--- config.mk ---
export PLATFORM = sky130hd
export DESIGN_NAME = reply_replay_buffer
export DESIGN_NICKNAME = d
export VERILOG_FILES = /design/src/rtl/rrb_pkg.sv /design/src/rtl/rrb_capture.sv /design/src/rtl/rrb_store.sv /design/src/rtl/rrb_search.sv /design/src/rtl/reply_replay_buffer.sv
export SDC_FILE = /design/constraint.sdc
export NUM_CORES = 1
export LEC_CHECK = 0
export ABC_AREA = 1
export ABC_CLOCK_PERIOD_IN_PS = 56300
export BUFFER_PORTS_ARGS = -buffer_cell sky130_fd_sc_hd__buf_4
export CAP_MARGIN = 20
export CELL_PAD_IN_SITES_DETAIL_PLACEMENT = 1
export CELL_PAD_IN_SITES_GLOBAL_PLACEMENT = 2
export CORE_ASPECT_RATIO = 1.1
export CORE_MARGIN = 2
export CORE_UTILIZATION = 49
export CTS_CLUSTER_DIAMETER = 60
export DETAILED_ROUTE_END_ITERATION = 8
export PLACE_DENSITY = 0.89
export SLEW_MARGIN = 20
export SYNTH_ARGS = -nofsm -noshare
export SYNTH_HDL_FRONTEND = slang
export SYNTH_SLANG_ARGS = --single-unit
--- constraint.sdc ---
create_clock -name clk -period 56.3 [get_ports clk]
set_clock_uncertainty 0.2 [all_clocks]
set_input_delay 8.445 -clock clk [delete_from_list [all_inputs] [get_ports clk]]
set_output_delay 8.445 -clock clk [all_outputs]
set_load 0.01 [all_outputs]
--- src/rtl/rrb_pkg.sv ---
`timescale 1ns/1ps
// Shared constants, types and helpers for the reply replay buffer.
// Assumes 32-bit words and 16-bit packet IDs throughout.
package rrb_pkg;
    localparam logic [31:0] RESEND_MASK = 32'hFF00_00FF;
    localparam logic [31:0] RESEND_CODE = 32'hF200_0020;

    typedef enum logic {
        ENG_IDLE   = 1'b0,
        ENG_STREAM = 1'b1
    } eng_state_e;

    // Reverse the four bytes of a word (host order <-> network order).
    function automatic logic [31:0] bswap32(input logic [31:0] w);
        return {w[7:0], w[15:8], w[23:16], w[31:24]};
    endfunction
endpackage

--- src/rtl/rrb_capture.sv ---
`timescale 1ns/1ps
// Capture stage: gathers the words of one reply, then holds it as a pending
// entry until the top lets it into the slots (apply).
// Assumes wr_valid and wr_commit never coincide, and that no new reply
// starts while an entry is still pending.
module rrb_capture #(
    parameter  int MAX_WORDS = 8,
    localparam int LEN_W     = $clog2(MAX_WORDS + 1),
    localparam int PTR_W     = (MAX_WORDS > 1) ? $clog2(MAX_WORDS) : 1
) (
    input  logic                    clk,
    input  logic                    rst_n,
    input  logic                    wr_valid,
    input  logic [31:0]             wr_data,
    input  logic [15:0]             wr_id,
    input  logic                    wr_ctrl,
    input  logic                    wr_commit,
    input  logic                    apply,
    output logic                    pend_q,
    output logic [15:0]             pend_id_q,
    output logic [LEN_W-1:0]        pend_len,
    output logic [MAX_WORDS*32-1:0] pend_words,
    output logic                    wr_trunc
);
    logic [31:0]      buf_q [MAX_WORDS];
    logic [LEN_W-1:0] cnt_q;
    logic             ovf_q;
    logic             full;

    assign full     = (cnt_q == LEN_W'(MAX_WORDS));
    assign pend_len = cnt_q;

    // Word counter, overflow flag, pending flag and truncation pulse.
    always_ff @(posedge clk) begin
        if (!rst_n) begin
            cnt_q     <= '0;
            ovf_q     <= 1'b0;
            pend_q    <= 1'b0;
            pend_id_q <= '0;
            wr_trunc  <= 1'b0;
        end else begin
            wr_trunc <= 1'b0;
            if (apply) begin
                pend_q <= 1'b0;
                cnt_q  <= '0;
                ovf_q  <= 1'b0;
            end
            if (wr_commit && !pend_q) begin
                if (wr_ctrl && cnt_q != '0) begin
                    pend_q    <= 1'b1;
                    pend_id_q <= wr_id;
                    wr_trunc  <= ovf_q;
                end else begin
                    cnt_q <= '0;
                    ovf_q <= 1'b0;
                end
            end else if (wr_valid && !pend_q) begin
                if (full) ovf_q <= 1'b1;
                else      cnt_q <= cnt_q + 1'b1;
            end
        end
    end

    // Word storage; words beyond capacity are dropped.
    always_ff @(posedge clk) begin
        if (wr_valid && !wr_commit && !pend_q && !full)
            buf_q[cnt_q[PTR_W-1:0]] <= wr_data;
    end

    for (genvar k = 0; k < MAX_WORDS; k++) begin : g_flat
        assign pend_words[k*32 +: 32] = buf_q[k];
    end


    pend_hold_chk: assert property (@(posedge clk) disable iff (!rst_n)
        (pend_q && !apply) |=> pend_q);


    trunc_after_commit_chk: assert property (@(posedge clk) disable iff (!rst_n)
        wr_trunc |-> $past(wr_commit));
endmodule

--- src/rtl/rrb_store.sv ---
`timescale 1ns/1ps
// Slot array: a shift register of reply records. Slot 0 is the newest.
// A shift loads the pending entry into slot 0 and moves every record one
// place older; whatever sat in the last slot is lost.
module rrb_store #(
    parameter  int SLOTS     = 4,
    parameter  int MAX_WORDS = 8,
    localparam int LEN_W     = $clog2(MAX_WORDS + 1)
) (
    input  logic                                 clk,
    input  logic                                 rst_n,
    input  logic                                 shift_en,
    input  logic [15:0]                          in_id,
    input  logic [LEN_W-1:0]                     in_len,
    input  logic [MAX_WORDS*32-1:0]              in_words,
    output logic [SLOTS-1:0]                     slot_vld,
    output logic [SLOTS-1:0][15:0]               slot_id,
    output logic [SLOTS-1:0][LEN_W-1:0]          slot_len,
    output logic [SLOTS-1:0][MAX_WORDS*32-1:0]   slot_data
);
    for (genvar s = 0; s < SLOTS; s++) begin : g_slot
        if (s == 0) begin : g_head
            // Newest slot takes the pending entry.
            always_ff @(posedge clk) begin
                if (!rst_n)        slot_vld[s] <= 1'b0;
                else if (shift_en) slot_vld[s] <= 1'b1;
            end
            // Record payload of the newest slot.
            always_ff @(posedge clk) begin
                if (shift_en) begin
                    slot_id[s]   <= in_id;
                    slot_len[s]  <= in_len;
                    slot_data[s] <= in_words;
                end
            end
        end else begin : g_tail
            // Older slots inherit from their younger neighbour.
            always_ff @(posedge clk) begin
                if (!rst_n)        slot_vld[s] <= 1'b0;
                else if (shift_en) slot_vld[s] <= slot_vld[s-1];
            end
            // Record payload moves with the valid bit.
            always_ff @(posedge clk) begin
                if (shift_en) begin
                    slot_id[s]   <= slot_id[s-1];
                    slot_len[s]  <= slot_len[s-1];
                    slot_data[s] <= slot_data[s-1];
                end
            end
        end
    end


    newest_fill_chk: assert property (@(posedge clk) disable iff (!rst_n)
        shift_en |=> (slot_vld[0] && slot_id[0] == $past(in_id)));


    age_shift_chk: assert property (@(posedge clk) disable iff (!rst_n)
        shift_en |=> (slot_vld[SLOTS-1] == $past(slot_vld[SLOTS-2])));
endmodule

--- src/rtl/rrb_search.sv ---
`timescale 1ns/1ps
// Newest-first ID search across the slots. Purely combinational; the
// lowest-numbered valid slot whose ID matches the key wins.
module rrb_search #(
    parameter  int SLOTS = 4,
    localparam int IDX_W = (SLOTS > 1) ? $clog2(SLOTS) : 1
) (
    input  logic [SLOTS-1:0]       slot_vld,
    input  logic [SLOTS-1:0][15:0] slot_id,
    input  logic [15:0]            key,
    output logic                   hit,
    output logic [IDX_W-1:0]       hit_idx
);
    // Scan oldest to newest so the newest match is the last one written.
    always_comb begin
        hit     = 1'b0;
        hit_idx = '0;
        for (int s = SLOTS - 1; s >= 0; s--) begin
            if (slot_vld[s] && slot_id[s] == key) begin
                hit     = 1'b1;
                hit_idx = IDX_W'(s);
            end
        end
    end
endmodule

--- src/rtl/reply_replay_buffer.sv ---
`timescale 1ns/1ps
// Reply replay buffer top: captures control-packet replies, keeps the last
// SLOTS of them, and replays one on a resend request in network byte order.
// Assumes the writer honours rrb_capture's ordering rules; lookups are taken
// only when no replay is streaming. Requires SLOTS >= 2, MAX_WORDS >= 2.
module reply_replay_buffer #(
    parameter int SLOTS     = 4,
    parameter int MAX_WORDS = 8
) (
    input  logic        clk,
    input  logic        rst_n,
    input  logic        wr_valid,
    input  logic [31:0] wr_data,
    input  logic [15:0] wr_id,
    input  logic        wr_ctrl,
    input  logic        wr_commit,
    output logic        wr_trunc,
    input  logic        lk_valid,
    input  logic [31:0] lk_word,
    input  logic        rd_ready,
    output logic        rd_valid,
    output logic [31:0] rd_data,
    output logic        rd_last,
    output logic        rd_miss
);
    import rrb_pkg::*;

    localparam int LEN_W = $clog2(MAX_WORDS + 1);
    localparam int PTR_W = $clog2(MAX_WORDS);
    localparam int IDX_W = $clog2(SLOTS);

    eng_state_e                        state_q;
    logic [PTR_W-1:0]                  ptr_q;
    logic [IDX_W-1:0]                  idx_q;
    logic                              pend;
    logic [15:0]                       pend_id;
    logic [LEN_W-1:0]                  pend_len;
    logic [MAX_WORDS*32-1:0]           pend_words;
    logic [SLOTS-1:0]                  slot_vld;
    logic [SLOTS-1:0][15:0]            slot_id;
    logic [SLOTS-1:0][LEN_W-1:0]       slot_len;
    logic [SLOTS-1:0][MAX_WORDS*32-1:0] slot_data;
    logic [31:0]                       hdr;
    logic                              is_resend;
    logic                              lk_accept;
    logic                              apply;
    logic                              hit;
    logic [IDX_W-1:0]                  hit_idx;
    logic [LEN_W-1:0]                  sel_len;
    logic [31:0]                       sel_word;
    logic                              at_last;

    // Decode the request header after returning it to host order.
    assign hdr       = bswap32(lk_word);
    assign is_resend = ((hdr & RESEND_MASK) == RESEND_CODE);
    assign lk_accept = lk_valid && is_resend && (state_q == ENG_IDLE);
    // Pending entries land only while idle and no lookup is being taken.
    assign apply     = pend && (state_q == ENG_IDLE) && !lk_accept;

    rrb_capture #(.MAX_WORDS(MAX_WORDS)) u_capture (
        .clk(clk), .rst_n(rst_n),
        .wr_valid(wr_valid), .wr_data(wr_data), .wr_id(wr_id),
        .wr_ctrl(wr_ctrl), .wr_commit(wr_commit), .apply(apply),
        .pend_q(pend), .pend_id_q(pend_id), .pend_len(pend_len),
        .pend_words(pend_words), .wr_trunc(wr_trunc)
    );

    rrb_store #(.SLOTS(SLOTS), .MAX_WORDS(MAX_WORDS)) u_store (
        .clk(clk), .rst_n(rst_n), .shift_en(apply),
        .in_id(pend_id), .in_len(pend_len), .in_words(pend_words),
        .slot_vld(slot_vld), .slot_id(slot_id),
        .slot_len(slot_len), .slot_data(slot_data)
    );

    rrb_search #(.SLOTS(SLOTS)) u_search (
        .slot_vld(slot_vld), .slot_id(slot_id),
        .key(hdr[23:8]), .hit(hit), .hit_idx(hit_idx)
    );

    assign sel_len  = slot_len[idx_q];
    assign sel_word = slot_data[idx_q][ptr_q*32 +: 32];
    assign at_last  = (LEN_W'(ptr_q) == sel_len - 1'b1);

    // Replay engine: start on a hit, step on rd_ready, stop after the last word.
    always_ff @(posedge clk) begin
        if (!rst_n) begin
            state_q <= ENG_IDLE;
            ptr_q   <= '0;
            idx_q   <= '0;
            rd_miss <= 1'b0;
        end else begin
            rd_miss <= 1'b0;
            case (state_q)
                ENG_IDLE: begin
                    if (lk_accept) begin
                        if (hit) begin
                            state_q <= ENG_STREAM;
                            idx_q   <= hit_idx;
                            ptr_q   <= '0;
                        end else begin
                            rd_miss <= 1'b1;
                        end
                    end
                end
                ENG_STREAM: begin
                    if (rd_ready) begin
                        if (at_last) state_q <= ENG_IDLE;
                        else         ptr_q   <= ptr_q + 1'b1;
                    end
                end
                default: state_q <= ENG_IDLE;
            endcase
        end
    end

    assign rd_valid = (state_q == ENG_STREAM);
    assign rd_data  = rd_valid ? bswap32(sel_word) : 32'h0;
    assign rd_last  = rd_valid && at_last;


    hold_under_stall_chk: assert property (@(posedge clk) disable iff (!rst_n)
        (rd_valid && !rd_ready) |=> (rd_valid && $stable(rd_data) && $stable(rd_last)));


    miss_without_data_chk: assert property (@(posedge clk) disable iff (!rst_n)
        rd_miss |-> !rd_valid);


    stream_not_cut_chk: assert property (@(posedge clk) disable iff (!rst_n)
        (rd_valid && !(rd_ready && rd_last)) |=> rd_valid);


    stream_ends_chk: assert property (@(posedge clk) disable iff (!rst_n)
        (rd_valid && rd_ready && rd_last) |=> !rd_valid);
endmodule

==> out/metrics.yaml <==
status:
  outcome: "completed"
yosys:
  synth_area_leader_cell: "edfxtp_1"
  synth_ff_type: "edfxtp_1"
  ys_warn_count: 0
  synth_fp_nets: 3747
  yosys.area.top_type_share_pct: 77.7
  async_reset_ff_share_pct: 0
  ys_seq_area_share_pct: 79.0
  synth_area_leaders: "edfxtp_1 78%, o21ai_0 5.3%, nor2_1 4.7%, o221ai_1 3.2%, nand2_1 1.5%"
  synth.distinct_cells: 37
  synth_commonest_cells: "1360 x edfxtp_1, 658 x nor2_1, 562 x o21ai_0"
  synth_seq_cells: 1394
  syn_area_sq_um: 52600
  synth.most_common_cell: "edfxtp_1"
  synthCells: 3656
  synth_edf_count: 1360
  syn_avg_cell_area_sq_um: 14.4
grt:
  grt_pass1_wl_um: 199000
  grt_antenna_before_repair: 1
  grt_max_degree: 195
  grt_use_total_pct: 23.6
  grt-ovfl-total: 0
  grt_pass1_vias: 33200
pwr:
  powerDensity_nw_per_um2: 35.9
  power.leakage_nw: 19.3
  irDropWorstVdd_mv: 0.0314
worst_setup_path:
  critPathLaunch: "idx_q[0]"
  reg2reg_from: "rd_valid"
  start_kind: "flop"
  path_max_fanout: 161
  required_ps: 47660
  r2r_cells: 7
  r2r_slack_ps: 51070
  r2r-end: "u_store.slot_data[222]"
  endpoint: "rd_last"
  cp-end-kind: "primary output"
  worstPathArrival_ps: 4760
  path_class: "flop to primary output"
cts:
  clockBufferDepth: 3
  numCtsBuffers: 137
  clock_latency_ps: 740
  post_cts_buffers: 0
  cts_num_sinks: 1394
  cts_tree: "yes"
  root_buffer: "clkbuf_16"
  h-tree-depth: 4
  path_clk_slew_ps: 60
  post_cts_resized: 0
  hold_buffers: 0
job:
  cap_violations: 0
timing:
  slew_viol_final: 0
  setup_violations: 0
  fin_crit_sh_pct: 23.8
  hold_violations: 0
  grt_setup_unrepaired: "no"
  period_minus_slack_ps: 13400
  fmax_ghz: 0.0746
  setup_slack_ps: 42900
  fin_tns_setup_ps: 0
  slew_headroom_pct: 23.8
  tightest_slew_ps: 1140
cells_and_area:
  nNetsFinal: 3820
  drive_gt1_share_pct: 9.87
  num_antenna_cells: 0
  post-route-util_pct: 55.3
  area_growth_pct: 12.3
die:
  die_h_um: 348
  rows: 126
  initial_core_util_pct: 49.2
  die_w_um: 316
  num_io_pins: 123
  coreArea_sq_um: 107000
  die-area_sq_um: 110000
hold_path:
  worstHoldStart: "u_capture.buf_q[5][30]"
  min_path_type: "flop to flop"
place:
  dp_slack_ps: 42790
  place_congestion: 0.764
  dp_hpwl_um: 69400
  port_buffers: 122
detailed_routing:
  vias_per_cell: 5.96
  routed_wl_um: 130000
  wire_per_inst_um: 24.8
  num_vias: 31300
  drtIter0Drc: 2926
  firstDrtPassIters: 5
  ant_nets: 0
  post-route-drc-count: 0
metal layers:
layer | GRT usage [%] | wire length (um) | vias up
li1 | - | - | 13900
met1 | 31.9 | 55400 | 16200
met5 | 0 | 13 | -
met2 | 39.3 | 65100 | 932
met4 | 7.88 | 3590 | 2
met3 | 3.62 | 6130 | 235
report_power, final:
part	internal, W	total [W]	switching [W]	leakage (nW)
Combinational	0.0000105	0.0000420	0.0000315	4.55
Clock	0.000517	0.000902	0.000385	2.15
Sequential	0.00117	0.00118	0.0000119	12.6
sequential cells by signal (all words and copies together) (netlist names):
| name | flops |
|---|---|
| u_store.slot_vld | 4 |
| u_capture.pend_len | 4 |
| u_store.slot_len | 16 |
| rd_valid | 1 |
| rd_miss | 1 |
| u_capture.pend_id_q | 16 |
| u_capture.ovf_q | 1 |
| u_store.slot_data | 1024 |
| u_capture.pend_q | 1 |
| u_capture.wr_trunc | 1 |
| ptr_q | 3 |
| idx_q | 2 |
| u_capture.buf_q | 256 |
| u_store.slot_id | 64 |
final cells by class:
type / count / area [sq um]
Clock buffer: 178 / 3750
Clock inverter: 71 / 636
Multi-Input combinational cell: 1956 / 9770
Tap cell: 1408 / 1760
Inverter: 76 / 313
Fill cell: 10300 / 47800
Timing Repair Buffer: 164 / 1300
Sequential cell: 1394 / 41500
worst max-delay path: stages, from the launching register on:
cell     delay [ps]
dfxtp_4         570
inv_8           760
buf_4           860
nand2_1         110
nand3_1         110
nand2_1         140
ha_1            320
xor2_1          160
o21ai_0         150
nor3b_2         290
nand3_2         150
inv_1           140
buf_4           140
through the flow:
step / instances / instance area (sq um) / hold slack (ps) / power, W
floorplan: 3656 / 52600 / 200 / 0.00125
global placement: 4998 / 54700 / 200 / 0.00124
detailed placement: 4998 / 54700 / 205 / 0.00124
CTS: 5247 / 59100 / 188 / 0.00214
global route: 5247 / 59100 / 213 / 0.00218
finish: 5247 / 59100 / 189 / 0.00212
worst min-delay path by stage:
stage	depth (start not counted)	to	slack (ps)
floorplan	0	u_store.slot_data[0]	200
global placement	0	u_store.slot_data[147]	200
detailed placement	0	u_store.slot_data[172]	210
CTS	0	u_store.slot_data[190]	190
global route	0	u_store.slot_data[190]	210
finish	0	u_store.slot_data[190]	190
layout by cell type (no fill, tap or decap), types with 10 or more instances in the layout:
master,netlist,layout
o21ai_1,24,24
clkinv_2,0,20
buf_4,16,158
clkinv_1,1,32
clkbuf_16,0,144
dfxtp_1,34,28
o221ai_1,194,194
bufinv_16,0,10
o22ai_1,62,62
nand2_1,207,207
xor2_1,14,14
clkbuf_1,129,32
a31oi_1,32,32
nor2_1,658,654
nand3_1,128,128
a21oi_1,32,32
o21ai_0,562,562
edfxtp_1,1360,1360
inv_1,72,70
cell families after synthesis:
family | count (synthesis) | synth area share [%]
adders and majority gates | 4 | 0.0952
AOI/OAI and AO/OA | 917 | 10.4
DFF | 1394 | 79.0
and+or+nand+nor | 1017 | 7.67
xor gates and xnor gates | 18 | 0.300
buffers and inverters | 306 | 2.55
Power figures use the tool's default switching activity.
